==> src/rtl/fastpath_classifier.sv <==
module fastpath_classifier #(
  parameter int DW = 32,
  parameter int AW = 3
) (
  input  logic          clk,
  input  logic          rst_n,
  input  logic          cfg_we,
  input  logic [AW-1:0] cfg_addr,
  input  logic [DW-1:0] cfg_wdata,
  input  logic          in_valid,
  input  logic          in_sof,
  input  logic          in_eof,
  input  logic [DW-1:0] in_data,
  output logic          out_valid,
  output logic          out_sof,
  output logic          out_eof,
  output logic [DW-1:0] out_data,
  output logic          out_fast,
  output logic [DW-1:0] seq_expected,
  output logic          slow_flag
);
  localparam int HDR_WORDS = 6;
  localparam int IW = $clog2(HDR_WORDS + 1);
  localparam int HW = DW / 2;
  localparam logic [IW-1:0] LAST_HDR = IW'(HDR_WORDS - 1);
  localparam logic [IW-1:0] PAST_HDR = IW'(HDR_WORDS);

  logic [DW-1:0] m_flags, m_w0, m_w1, m_w2, m_etype;
  logic          in_frame, ok_acc;
  logic [IW-1:0] idx;
  logic          word_ok;

  wire accept = in_valid & (in_sof | in_frame);
  wire [IW-1:0] cur_idx = in_sof ? '0 : idx;
  wire ok_so_far = in_sof | ok_acc;
  wire fast_now = accept & in_eof & ok_so_far & word_ok & (cur_idx >= LAST_HDR);
  wire slow_now = accept & in_eof & ~fast_now;
  wire wr_seq = cfg_we & (cfg_addr == AW'(5));
  wire wr_clr = cfg_we & (cfg_addr == AW'(6)) & cfg_wdata[0];

  always_comb begin
    case (cur_idx)
      IW'(0): word_ok = (in_data == m_w0);
      IW'(1): word_ok = (in_data == m_w1);
      IW'(2): word_ok = (in_data == m_w2);
      IW'(3): word_ok = (in_data[DW-1:HW] == m_etype[DW-1:HW]);
      IW'(4): word_ok = (in_data == m_flags);
      IW'(5): word_ok = (in_data == seq_expected);
      default: word_ok = 1'b1;
    endcase
  end

  always_ff @(posedge clk) begin
    if (!rst_n) begin
      m_flags <= '0;
      m_w0    <= '0;
      m_w1    <= '0;
      m_w2    <= '0;
      m_etype <= '0;
    end else if (cfg_we) begin
      case (cfg_addr)
        AW'(0): m_flags <= cfg_wdata;
        AW'(1): m_w0    <= cfg_wdata;
        AW'(2): m_w1    <= cfg_wdata;
        AW'(3): m_w2    <= cfg_wdata;
        AW'(4): m_etype <= cfg_wdata;
        default: ;
      endcase
    end
  end

  always_ff @(posedge clk) begin
    if (!rst_n) begin
      in_frame <= 1'b0;
      idx      <= '0;
      ok_acc   <= 1'b0;
    end else if (accept) begin
      in_frame <= ~in_eof;
      idx      <= (cur_idx == PAST_HDR) ? PAST_HDR : cur_idx + IW'(1);
      ok_acc   <= ok_so_far & word_ok;
    end
  end

  always_ff @(posedge clk) begin
    if (!rst_n) begin
      seq_expected <= '0;
      slow_flag    <= 1'b0;
    end else begin
      if (wr_seq)        seq_expected <= cfg_wdata;
      else if (fast_now) seq_expected <= seq_expected + DW'(1);
      if (slow_now)      slow_flag <= 1'b1;
      else if (wr_clr)   slow_flag <= 1'b0;
    end
  end

  always_ff @(posedge clk) begin
    if (!rst_n) begin
      out_valid <= 1'b0;
      out_sof   <= 1'b0;
      out_eof   <= 1'b0;
      out_fast  <= 1'b0;
      out_data  <= '0;
    end else begin
      out_valid <= accept;
      out_sof   <= accept & in_sof;
      out_eof   <= accept & in_eof;
      out_fast  <= fast_now;
      if (accept) out_data <= in_data;
    end
  end
endmodule

==> config.mk <==
export PLATFORM = sky130hd
export DESIGN_NAME = fastpath_classifier
export DESIGN_NICKNAME = d
export VERILOG_FILES = /design/src/rtl/fastpath_classifier.sv
export SDC_FILE = /design/constraint.sdc
export NUM_CORES = 1
export LEC_CHECK = 0
export BUFFER_PORTS_ARGS = -buffer_cell sky130_fd_sc_hd__buf_2
export CAP_MARGIN = 40
export CELL_PAD_IN_SITES_DETAIL_PLACEMENT = 1
export CELL_PAD_IN_SITES_GLOBAL_PLACEMENT = 1
export CORE_ASPECT_RATIO = 2
export CORE_MARGIN = 2
export CORE_UTILIZATION = 47
export DETAILED_ROUTE_END_ITERATION = 8
export PLACE_DENSITY_LB_ADDON = 0.1
export SYNTH_ARGS = -nofsm -noshare
export SYNTH_HDL_FRONTEND = slang
export SYNTH_SLANG_ARGS = --single-unit
==> constraint.sdc <==
create_clock -name clk -period 5.8 [get_ports clk]
set_clock_uncertainty 0.1 [all_clocks]
set_input_delay 0.58 -clock clk [delete_from_list [all_inputs] [get_ports clk]]
set_output_delay 0.58 -clock clk [all_outputs]
set_load 0.01 [all_outputs]
==> flow_metrics.env <==
export IMPL_track_usage_pct=34.85
export IMPL_drv_slew=0
export IMPL_gr_total_overflow=0
export IMPL_ys_types=66
export IMPL_synth_edf_count=0
export IMPL_avgSynthCellArea_um2=8.100
export IMPL_fp_dieH_um=217.4
export IMPL_final_cell_mix="387 x nand2_1, 218 x dfxtp_1, 177 x a21boi_0"
export IMPL_die_w_um=110.7
export IMPL_path_cells="nand2b_1, ha_1, nor2_1, mux2_2, a2bb2oi_1, xnor2_1, nor4_1, nand4_1, o41a_1, or2_1, or4_1, a31oi_1"
export IMPL_layout_drive_gt1_share_pct=16.05
export IMPL_ctsResizeCount=0
export IMPL_cp_required_ns=6.15
export IMPL_drt_pass1_iterations=5
export IMPL_cp_max_fo=22
export IMPL_synth_seq_cells=218
export IMPL_syn_to_final_growth_pct=15.13
export IMPL_synthArstFlopShare_pct=0
export IMPL_hold_viol=0
export IMPL_cp_arrival_ns=5.17
export IMPL_relSlewSlack_pct=44.83
export IMPL_clk_path_buf_depth=3
export IMPL_die_area_um2=24060
export IMPL_pwr_share_clk_pct=42.8
export IMPL_clk_pin_slew_worst_paths_ns=0.07
export IMPL_ir_drop_uv=247.0
export IMPL_hold_class="input port to flop"
export IMPL_post_cts_buffers=0
export IMPL_tightest_slew_ns=0.8275
export IMPL_grt_pass1_wl_um=64860
export IMPL_r2r_cells=12
export IMPL_place_congestion=0.9796
export IMPL_finalCriticalPeriod_ns=4.823
export IMPL_path_buf_inv=0
export IMPL_core_area_um2=22540
export IMPL_io_buffers=141
export IMPL_routed_via_density=6.181
export IMPL_rsz0062_at_grt="no"
export IMPL_ioPinCount=142
export IMPL_swShare_pct=26.30
export IMPL_slowest_stage="ha_1"
export IMPL_crit_family="simple AND/OR/NAND/NOR gates"
export IMPL_status="finished, final reports clean"
export IMPL_row_count=78
export IMPL_period_share_pct=83.15
export IMPL_combPwrFrac_pct=10.2
export IMPL_dp_hpwl_um=31000
export IMPL_p_leak_nw=4.422
export IMPL_antenna_found_initial=1
export IMPL_p_int_w=0.002495
export IMPL_drt_total_wl_um=42330
export IMPL_clkSinkCount=218
export IMPL_setup_violations=0
export IMPL_wl_per_cell_um=24.87
export IMPL_num_nets_final=1488
export IMPL_critPathMaxStageDelay_ns=0.67
export IMPL_synth_area_leader_cell="dfxtp_1"
export IMPL_drc=0
export IMPL_worst_setup_path_start_kind="flop"
export IMPL_initial_core_util_pct=47.46
export IMPL_clock_root_buffer="clkbuf_16"
export IMPL_powerDensity_nw_per_um2=274.8
export IMPL_critical_path_depth=12
export IMPL_cts_buffers=21
export IMPL_power_switching_w=0.0008906
export IMPL_grt_pass1_vias=10940
export IMPL_netlist_instances=1321
export IMPL_whs_path_depth=3
export IMPL_pwr_share_seq_pct=47.0
export IMPL_fin_util_pct=54.65
export IMPL_routed_via_count=10520
export IMPL_hold_buffers=0
export IMPL_endpoint_kind="flop"
export IMPL_cap_violations=0
export IMPL_ys_warn_count=0
export IMPL_netlist_area_um2=10700
export IMPL_max_freq_mhz=207.4
export IMPL_synth_top_cells_by_area="dfxtp_1 41%, nand2_1 14%, a21boi_0 12%"
export IMPL_tns_ns=0
export IMPL_drt_iter0_drc=729
export IMPL_final_common_cell="nand2_1"
export IMPL_ant_nets=0
export IMPL_tritoncts="done"
export IMPL_clk_latency_ns=0.52
export IMPL_cts_htree_levels=1
export IMPL_setup_worst_path_class="flop to flop"
export IMPL_ys_flop_type="dfxtp_1"
export IMPL_yosysSeqAreaShare_pct=40.79
export IMPL_synth_fp_nets=1400
export IMPL_yosysTopAreaCellShare_pct=40.79
export IMPL_grt_max_degree=135
==> tightest hold or removal path: stages <==
cell and delay, ns:
buf_2 0.14, nand2_1 0.06, a21boi_0 0.06
==> cells by family after synthesis <==
group / after synthesis / share of synthesized area (%)
buffers and inverters: 114 / 4.467
adders and majority gates: 6 / 0.7016
AOI/OAI and AO/OA: 369 / 26.09
and+or+nand+nor: 547 / 22.26
xor gates and xnor gates: 53 / 4.338
muxes: 14 / 1.356
DFF: 218 / 40.79
==> state kept, by name (all words and copies together) (netlist names), 3 cells and up <==
name / flops
m_w0: 32
seq_expected: 32
out_data: 32
m_etype: 16
m_w1: 32
idx: 3
m_w2: 32
m_flags: 32
==> stage by stage <==
step / instance area [µm²] / hold slack [ns] / instances / setup slack, ns / total power (W)
floorplan: 10700 / 0.3390 / 1321 / 1.679 / 0.001786
global placement: 11550 / 0.3474 / 1663 / 0.7347 / 0.001955
detailed placement: 11610 / 0.3574 / 1666 / 0.5485 / 0.001967
CTS: 12320 / 0.2524 / 1701 / 1.009 / 0.003401
global route: 12320 / 0.2718 / 1702 / 0.7556 / 0.003489
finish: 12320 / 0.2659 / 1702 / 0.9775 / 0.003386
==> worst paths after layout <==
check | slack, ns | endpoint | start
worst max-delay path | 0.98 | seq_expected[24] | idx[0]
worst min-delay path | 0.27 | m_flags[6] | cfg_wdata[6]
worst max register to register | 0.98 | seq_expected[24] | idx[0]
worst min register to register | 0.36 | out_data[31] | out_data[31]
==> power groups by stage <==
stage / registers [W] / clock network (W) / logic (W)
global route: 0.00160 / 0.00152 / 0.000372
global placement: 0.00162 / 0 / 0.000331
floorplan: 0.00162 / 0 / 0.000171
CTS: 0.00159 / 0.00147 / 0.000345
detailed placement: 0.00162 / 0 / 0.000342
finish: 0.00159 / 0.00145 / 0.000345
==> cell usage after synthesis, types with 6 or more instances <==
cell type	number
a21boi_0	177
o21ai_0	43
nor2b_1	8
ha_1	6
nor2_1	16
xor2_1	6
nand2_1	388
a21oi_1	18
a221oi_1	22
xnor2_1	47
clkbuf_1	75
dfxtp_1	218
nand4_1	17
a31oi_1	17
a2bb2oi_1	8
inv_1	13
buf_2	16
or3_1	15
nor3_1	23
and3_1	16
a22oi_1	19
a221oi_2	14
nand3_1	32
mux2i_1	10
==> per-layer routing <==
metal  routed length [µm]  vias up  track usage [%]
met5                    0        -                0
met4                 3101        0            23.46
met3                 2010      136            3.397
met2                21830      388            63.56
met1                15400     5180            37.77
li1                     -     4816                -
==> layout make-up <==
type / instances / area [µm²]
Antenna cell: 1 / 2.502
Clock buffer: 30 / 619.3
Clock inverter: 5 / 82.58
Fill cell: 2774 / 10220
Inverter: 14 / 52.55
Multi-Input combinational cell: 989 / 5897
Sequential cell: 218 / 4364
Tap cell: 280 / 350.3
Timing Repair Buffer: 165 / 950.9
(Power assumes the default switching activity.)
